$ cat src/rtl/dbc_pkg.sv
package dbc_pkg;

  // Number of bytes of memory word idx that still fall inside the packed
  // region of total bytes; the rest of the word is padding.
  function automatic int live_bytes(int total, int idx, int wbytes);
    int rem;
    rem = total - idx * wbytes;
    if (rem >= wbytes) return wbytes;
    else if (rem > 0) return rem;
    return 0;
  endfunction

endpackage

$ cat src/rtl/dbc_packer.sv
module dbc_packer #(
  parameter int DATA_BYTES = 8,
  parameter int CTRL_BYTES = 1,
  parameter int MW_BYTES   = 8,
  parameter int IN_WORDS   = 226,
  parameter int MEM_WORDS  = 256
) (
  input  logic                                   clk,
  input  logic                                   rst_n,
  input  logic                                   in_valid,
  output logic                                   in_ready,
  input  logic [(DATA_BYTES+CTRL_BYTES)*8-1:0]   in_data,
  input  logic                                   in_sob,
  input  logic                                   in_eob,
  output logic                                   out_valid,
  input  logic                                   out_ready,
  output logic [MW_BYTES*8-1:0]                  out_data,
  output logic                                   out_sob,
  output logic                                   out_eob,
  output logic                                   err
);
  localparam int IN_BYTES  = DATA_BYTES + CTRL_BYTES;
  localparam int MW_W      = MW_BYTES * 8;
  localparam int BUF_BYTES = MW_BYTES + IN_BYTES - 1;
  localparam int BUF_W     = BUF_BYTES * 8;
  localparam int CNT_W     = $clog2(BUF_BYTES + 1);
  localparam int IC_W      = $clog2(IN_WORDS + 1);
  localparam int OC_W      = $clog2(MEM_WORDS + 1);

  logic [BUF_W-1:0] buf_q, buf_d, buf_sh, base_buf;
  logic [CNT_W-1:0] cnt_q, cnt_d, cnt_sh, base_cnt;
  logic [IC_W-1:0]  icnt_q, icnt_d, idx;
  logic [OC_W-1:0]  ocnt_q, ocnt_d;
  logic             pad_q, pad_d, err_q, err_d;
  logic             in_fire, out_fire, restart, last_in, out_last;
  logic             buf_en, cnt_en;

  // Output side: a word is ready whenever eight bytes sit in the residue,
  // and always while padding is being sent.
  always_comb begin
    out_valid = pad_q || (cnt_q >= CNT_W'(MW_BYTES));
    out_fire  = out_valid && out_ready;
    out_last  = (ocnt_q == OC_W'(MEM_WORDS - 1));
    if (out_fire) begin
      buf_sh = buf_q >> MW_W;
      cnt_sh = (cnt_q > CNT_W'(MW_BYTES)) ? cnt_q - CNT_W'(MW_BYTES) : '0;
    end else begin
      buf_sh = buf_q;
      cnt_sh = cnt_q;
    end
    in_ready = !pad_q &&
               (({1'b0, cnt_sh} + (CNT_W+1)'(IN_BYTES)) <= (CNT_W+1)'(BUF_BYTES));
    in_fire  = in_valid && in_ready;
    restart  = in_fire && in_sob;
    idx      = in_sob ? '0 : icnt_q;
    last_in  = (idx == IC_W'(IN_WORDS - 1));
  end

  // Next-state for residue, counters and flags.
  always_comb begin
    base_buf = restart ? '0 : buf_sh;
    base_cnt = restart ? '0 : cnt_sh;
    if (in_fire) begin
      buf_d = base_buf | (BUF_W'(in_data) << {base_cnt, 3'b000});
      cnt_d = base_cnt + CNT_W'(IN_BYTES);
    end else begin
      buf_d = buf_sh;
      cnt_d = cnt_sh;
    end
    buf_en = in_fire || out_fire;
    cnt_en = in_fire || out_fire;

    icnt_d = icnt_q;
    if (in_fire) icnt_d = last_in ? '0 : idx + IC_W'(1);

    ocnt_d = ocnt_q;
    if (restart)       ocnt_d = '0;
    else if (out_fire) ocnt_d = out_last ? '0 : ocnt_q + OC_W'(1);

    pad_d = pad_q;
    if (in_fire && last_in)            pad_d = 1'b1;
    else if (out_fire && out_last)     pad_d = 1'b0;

    err_d = err_q;
    if (in_fire && ((in_sob != (icnt_q == '0)) || (in_eob != last_in)))
      err_d = 1'b1;
  end

  always_ff @(posedge clk or negedge rst_n) begin
    if (!rst_n) begin
      buf_q  <= '0;
      cnt_q  <= '0;
      icnt_q <= '0;
      ocnt_q <= '0;
      pad_q  <= 1'b0;
      err_q  <= 1'b0;
    end else begin
      if (buf_en) buf_q <= buf_d;
      if (cnt_en) cnt_q <= cnt_d;
      if (in_fire) icnt_q <= icnt_d;
      if (restart || out_fire) ocnt_q <= ocnt_d;
      pad_q <= pad_d;
      err_q <= err_d;
    end
  end

  assign out_data = buf_q[MW_W-1:0];
  assign out_sob  = (ocnt_q == '0);
  assign out_eob  = out_last;
  assign err      = err_q;

endmodule

$ cat src/rtl/dbc_unpacker.sv
module dbc_unpacker
  import dbc_pkg::*;
#(
  parameter int DATA_BYTES = 8,
  parameter int CTRL_BYTES = 1,
  parameter int MW_BYTES   = 8,
  parameter int IN_WORDS   = 226,
  parameter int MEM_WORDS  = 256
) (
  input  logic                                   clk,
  input  logic                                   rst_n,
  input  logic                                   mem_valid,
  output logic                                   mem_ready,
  input  logic [MW_BYTES*8-1:0]                  mem_data,
  input  logic                                   mem_sob,
  output logic                                   out_valid,
  input  logic                                   out_ready,
  output logic [(DATA_BYTES+CTRL_BYTES)*8-1:0]   out_data,
  output logic                                   out_sob,
  output logic                                   out_eob
);
  localparam int IN_BYTES  = DATA_BYTES + CTRL_BYTES;
  localparam int IN_W      = IN_BYTES * 8;
  localparam int MW_W      = MW_BYTES * 8;
  localparam int BUF_BYTES = MW_BYTES + IN_BYTES - 1;
  localparam int BUF_W     = BUF_BYTES * 8;
  localparam int CNT_W     = $clog2(BUF_BYTES + 1);
  localparam int MI_W      = $clog2(MEM_WORDS + 1);
  localparam int OI_W      = $clog2(IN_WORDS + 1);
  localparam int PACKED    = IN_WORDS * IN_BYTES;

  logic [BUF_W-1:0] buf_q, buf_d, buf_sh, base_buf;
  logic [CNT_W-1:0] cnt_q, cnt_d, cnt_sh, base_cnt, live_c;
  logic [MI_W-1:0]  midx_q, midx_d, m;
  logic [OI_W-1:0]  oidx_q, oidx_d;
  logic [MW_W-1:0]  masked;
  logic             out_fire, mem_fire, restart, out_last;

  always_comb begin
    out_valid = (cnt_q >= CNT_W'(IN_BYTES));
    out_fire  = out_valid && out_ready;
    out_last  = (oidx_q == OI_W'(IN_WORDS - 1));
    if (out_fire) begin
      buf_sh = buf_q >> IN_W;
      cnt_sh = cnt_q - CNT_W'(IN_BYTES);
    end else begin
      buf_sh = buf_q;
      cnt_sh = cnt_q;
    end
    mem_ready = (({1'b0, cnt_sh} + (CNT_W+1)'(MW_BYTES)) <= (CNT_W+1)'(BUF_BYTES));
    mem_fire  = mem_valid && mem_ready;
    restart   = mem_fire && mem_sob;
    m         = mem_sob ? '0 : midx_q;
    live_c    = CNT_W'(live_bytes(PACKED, int'(m), MW_BYTES));
  end

  // Keep only the bytes that belong to the packed region.
  always_comb begin
    masked = '0;
    for (int b = 0; b < MW_BYTES; b++) begin
      if (CNT_W'(b) < live_c) masked[b*8 +: 8] = mem_data[b*8 +: 8];
    end
  end

  always_comb begin
    base_buf = restart ? '0 : buf_sh;
    base_cnt = restart ? '0 : cnt_sh;
    if (mem_fire) begin
      buf_d = base_buf | (BUF_W'(masked) << {base_cnt, 3'b000});
      cnt_d = base_cnt + live_c;
    end else begin
      buf_d = buf_sh;
      cnt_d = cnt_sh;
    end

    midx_d = midx_q;
    if (mem_fire) midx_d = (m == MI_W'(MEM_WORDS - 1)) ? '0 : m + MI_W'(1);

    oidx_d = oidx_q;
    if (restart)       oidx_d = '0;
    else if (out_fire) oidx_d = out_last ? '0 : oidx_q + OI_W'(1);
  end

  always_ff @(posedge clk or negedge rst_n) begin
    if (!rst_n) begin
      buf_q  <= '0;
      cnt_q  <= '0;
      midx_q <= '0;
      oidx_q <= '0;
    end else begin
      if (mem_fire || out_fire) begin
        buf_q <= buf_d;
        cnt_q <= cnt_d;
      end
      if (mem_fire) midx_q <= midx_d;
      if (restart || out_fire) oidx_q <= oidx_d;
    end
  end

  assign out_data = buf_q[IN_W-1:0];
  assign out_sob  = (oidx_q == '0);
  assign out_eob  = out_last;

endmodule

$ cat src/rtl/dram_blk_codec.sv
module dram_blk_codec #(
  parameter int DATA_BYTES = 8,
  parameter int CTRL_BYTES = 1,
  parameter int MW_BYTES   = 8,
  parameter int IN_WORDS   = 226,
  parameter int MEM_WORDS  = 256
) (
  input  logic                                  clk,
  input  logic                                  rst_n,
  input  logic                                  wr_valid,
  output logic                                  wr_ready,
  input  logic [(DATA_BYTES+CTRL_BYTES)*8-1:0]  wr_data,
  input  logic                                  wr_sob,
  input  logic                                  wr_eob,
  output logic                                  mw_valid,
  input  logic                                  mw_ready,
  output logic [MW_BYTES*8-1:0]                 mw_data,
  output logic                                  mw_sob,
  output logic                                  mw_eob,
  input  logic                                  mr_valid,
  output logic                                  mr_ready,
  input  logic [MW_BYTES*8-1:0]                 mr_data,
  input  logic                                  mr_sob,
  output logic                                  rd_valid,
  input  logic                                  rd_ready,
  output logic [(DATA_BYTES+CTRL_BYTES)*8-1:0]  rd_data,
  output logic                                  rd_sob,
  output logic                                  rd_eob,
  output logic                                  blk_err
);
  // Reset asserted asynchronously, released on the clock.
  logic [1:0] rst_sync_q;
  logic       rst_core_n;

  always_ff @(posedge clk or negedge rst_n) begin
    if (!rst_n) rst_sync_q <= 2'b00;
    else        rst_sync_q <= {rst_sync_q[0], 1'b1};
  end
  assign rst_core_n = rst_sync_q[1];

  dbc_packer #(
    .DATA_BYTES(DATA_BYTES), .CTRL_BYTES(CTRL_BYTES), .MW_BYTES(MW_BYTES),
    .IN_WORDS(IN_WORDS), .MEM_WORDS(MEM_WORDS)
  ) u_pack (
    .clk(clk), .rst_n(rst_core_n),
    .in_valid(wr_valid), .in_ready(wr_ready), .in_data(wr_data),
    .in_sob(wr_sob), .in_eob(wr_eob),
    .out_valid(mw_valid), .out_ready(mw_ready), .out_data(mw_data),
    .out_sob(mw_sob), .out_eob(mw_eob),
    .err(blk_err)
  );

  dbc_unpacker #(
    .DATA_BYTES(DATA_BYTES), .CTRL_BYTES(CTRL_BYTES), .MW_BYTES(MW_BYTES),
    .IN_WORDS(IN_WORDS), .MEM_WORDS(MEM_WORDS)
  ) u_unpack (
    .clk(clk), .rst_n(rst_core_n),
    .mem_valid(mr_valid), .mem_ready(mr_ready), .mem_data(mr_data),
    .mem_sob(mr_sob),
    .out_valid(rd_valid), .out_ready(rd_ready), .out_data(rd_data),
    .out_sob(rd_sob), .out_eob(rd_eob)
  );

endmodule

$ cat config.mk
export PLATFORM = sky130hd
export DESIGN_NAME = dram_blk_codec
export DESIGN_NICKNAME = d
export VERILOG_FILES = /design/src/rtl/dbc_pkg.sv /design/src/rtl/dbc_packer.sv /design/src/rtl/dbc_unpacker.sv /design/src/rtl/dram_blk_codec.sv
export SDC_FILE = /design/constraint.sdc
export NUM_CORES = 1
export LEC_CHECK = 0
export BUFFER_PORTS_ARGS = -buffer_cell sky130_fd_sc_hd__buf_4
export CAP_MARGIN = 20
export CELL_PAD_IN_SITES_DETAIL_PLACEMENT = 0
export CELL_PAD_IN_SITES_GLOBAL_PLACEMENT = 1
export CORE_ASPECT_RATIO = 1.2
export CORE_MARGIN = 5
export CORE_UTILIZATION = 45
export DETAILED_ROUTE_END_ITERATION = 16
export PLACE_DENSITY = 0.79
export SLEW_MARGIN = 10
export SYNTH_ARGS = -nofsm -noshare
export SYNTH_HDL_FRONTEND = slang
export SYNTH_SLANG_ARGS = --single-unit
$ cat constraint.sdc
create_clock -name clk -period 25.5 [get_ports clk]
set_input_delay 3.825 -clock clk [delete_from_list [all_inputs] [get_ports clk]]
set_output_delay 3.825 -clock clk [all_outputs]
set_load 0.01 [all_outputs]
==> reports/results.tsv <==
stage	metric	value	unit
synthesis	synthTopCellsByArea	dfrtp_1 38%, mux2i_1 11%, nand2_1 5.8%	
sta	maxSlewHeadroom	0.2685	
route	drc	0	
cts	postCtsSetupBuffers	0	
sta	worst_pin_slew	1.086	ns
power	seq_power_share	0.254	
sta	fin_setup_tns	0	ns
synthesis	synth_seq_cells	304	
power	power.internal	1674	uW
floorplan	die_height	240.0	um
cts	clk_latency	0.53	ns
layout	area_growth	13.78	%
global_route	grt.total_usage	0.3412	
power	switchingPower	1686	uW
worst_setup_path	arrival	6.00	ns
power	power.density	148.8	mW/mm2
synthesis	yosysTopAreaCellShare	0.3834	
power	p_total	3360	uW
layout	drive_gt1_frac	0.1854	
route	wl_per_cell	29.40	um
floorplan	rows	84	
synthesis	synth_edf_count	0	
power	leakage	0.01021	uW
cts	cts_resized	0	
sta	finalSetupViolations	0	
floorplan	io_pins	290	
cts	h-tree-depth	2	
global_route	grt_max_degree	87	
synthesis	synthFlopType	dfrtp_1	
cts	ctsRootBufferMaster	clkbuf_16	
synthesis	yosysUniqueCellTypes	79	
synthesis	yosys.area.top_type	dfrtp_1	
sta	fin_worst_skew	0.01631	ns
placed_design	port_buffers	289	
sta	fin_crit	9.826	ns
job	drv_cap	0	
floorplan	die_w	201.7	um
route	ant_nets	0	
hold_path	hold_path.class	reg2async	
floorplan	start_util	0.4539	
global_route	grt_pass1_wl	125300	um
floorplan	dieArea	0.04842	mm2
synthesis	syn_inst	2269	
global_route	grt_pass1_vias	18790	
power	sw_frac_of_total	0.5018	
synthesis	synthesis.nets	2430	
route	drtIter0Drc	2063	
sta	period_share	0.3853	
route	vias	19260	
sta	hold_viol_final	0	
worst_setup_path	cp.required	21.67	ns
layout	final_core_util	0.5164	
cts	cts-buffers-inserted	35	
synthesis	avgSynthCellArea	8.746	um2
power	vdd_drop_max	0.09873	mV
global_route	grt_overflow	0	
placed_design	dpl-instance-area	0.02142	mm2
cts	cts_buffer_depth	3	
global_route	antenna_found_initial	1	
worst_setup_path	start_kind	primary input	
cts	ctsHoldBuffers	0	
synthesis	synthArstFlopShare	1.000	
cts	clkSlewWorstSetupHoldPaths	0.07	ns
sta	rsz0062_at_grt	false	
sta	max_freq	101.8	MHz
worst_setup_path	cp_max_fo	13	
route	routed_via_density	6.576	
power	p_clk_frac	0.153	
worst_setup_path	end_kind	output pin	
power	power.share.combinational	0.593	
floorplan	coreArea	0.04372	mm2
layout	design_area	0.02258	mm2
cts	numClockSinks	304	
sta	worst_slack	15.67	ns
synthesis	syn_area	0.01984	mm2
route	wl	86070	um
placed_design	dp_slack	15.70	ns
route	firstDrtPassIters	5	
placed_design	dp.final_hpwl	62620	um
cts	tritoncts	yes	
synthesis	ys.warnings.count	0	
status	status	finished, final reports clean	
layout	fin_nets	2508	
worst_setup_path	criticalPathCategory	in2out	
sta	slew_violations	0	
placed_design	place.gp.congestion	1.012	
synthesis	seq_area_frac_synth	0.3834	
-- sequential cells by signal, summed over array words and instances (netlist names) --
name and cells:
rst_sync_q 2, u_unpack.buf_q 128, u_unpack.midx_q 9, u_pack.icnt_q 8, u_pack.err 1, u_pack.ocnt_q 9, u_unpack.cnt_q 5, u_pack.pad_q 1
u_pack.buf_q 128, u_pack.cnt_q 5, u_unpack.oidx_q 8
-- critical path: stages --
cell and delay [ns]:
buf_4 0.15, and2_1 0.36, nand3_4 0.16, a21oi_4 0.29
ha_1 0.26, nor4b_1 0.24, o211ai_1 0.19, o21a_1 0.19
o21ai_0 0.18, buf_4 0.15
-- synth_stat cells (11+ instances only) --
library cell	count
buf_2	50
a221oi_1	44
o31ai_1	14
mux2i_1	220
nand2b_1	24
and3_1	31
a2bb2oi_1	11
o221ai_1	30
nor2b_1	21
ha_1	16
o211ai_1	25
nor3_1	26
a31oi_1	33
clkbuf_1	96
inv_1	26
nand2_1	307
buf_4	137
a221o_1	19
a211oi_1	24
a22o_1	40
nand3_1	42
o22ai_1	67
dfrtp_1	304
a21oi_1	161
buf_1	13
nor2_1	127
o2bb2ai_1	23
o21ai_0	185
-- layout by cell type, fill, tap and decap left out, types with 40 or more instances in the layout --
master,count
buf_4,339
nand2_1,307
dfrtp_1,303
mux2i_1,220
o21ai_0,182
a21oi_1,160
nor2_1,124
o22ai_1,67
a221oi_1,44
nand3_1,42
a22o_1,40
-- path summary, 6_finish.rpt --
check	startpoint	to	slack, ns	depth (start not counted)
setup reg to reg	u_unpack.cnt_q[0]$_DFFE_PN0P_	u_unpack.buf_q[82]$_DFFE_PN0P_	19.47	15
max in group asynchronous	rst_n	rst_sync_q[1]$_DFF_PN0_	22.34	1
setup / recovery	rd_ready	mr_ready	15.67	10
hold / removal	rst_sync_q[1]$_DFF_PN0_	u_unpack.cnt_q[3]$_DFFE_PN0P_	0.36	0
hold reg to reg	rst_sync_q[1]$_DFF_PN0_	u_unpack.cnt_q[3]$_DFFE_PN0P_	0.36	0
min in group clk	rst_sync_q[0]$_DFF_PN0_	rst_sync_q[1]$_DFF_PN0_	0.36	0
-- logic make-up after synthesis --
family                   count (synthesis)  share of synthesized area
multiplexers                           226                     0.1144
buffers and inverters                  329                    0.09243
AND/OR/NAND/NOR                        627                     0.1440
XOR/XNOR                                11                   0.004855
other                                    1                  0.0001890
adder cells (fa/ha/maj)                 16                    0.01009
AO/OA/AOI/OAI                          755                     0.2507
flip-flops                             304                     0.3834
-- power groups by stage --
stage | sequential [uW] | combinational, uW | clock, uW
2_1_floorplan | 777 | 1340 | 0
3_3_place_gp | 852 | 1930 | 0
3_5_place_dp | 858 | 1950 | 0
4_1_cts | 852 | 1960 | 519
5_1_grt | 870 | 2100 | 539
6_report | 853 | 1990 | 513
-- cell type report --
class | instances | area, um2
timing repair buffer | 340 | 2572
antenna | 1 | 2.502
inverter | 30 | 112.6
multi-input combinational | 1636 | 10450
clock inverter | 9 | 132.6
tap | 559 | 699.4
sequential | 304 | 7611
fill | 4182 | 21140
clock buffer | 49 | 998.5
-- through the flow --
stage               hold WS, ns  cells
finish                   0.3603   2928
global route             0.3718   2927
CTS                      0.3639   2926
detailed placement       0.3357   2868
global placement         0.3439   2868
floorplan                0.3312   2269
-- metal layers --
layer | part of all wire | vias to the layer above | wire length [um] | global-route usage
li1 | - | 8386 | - | -
met1 | 0.39 | 9577 | 33260 | 0.4268
met2 | 0.47 | 1061 | 40860 | 0.5694
met3 | 0.067 | 231 | 5775 | 0.04357
met4 | 0.072 | 0 | 6171 | 0.2035
met5 | 0 | - | 0 | 0
Note: power is estimated with default switching activity, not from simulation.
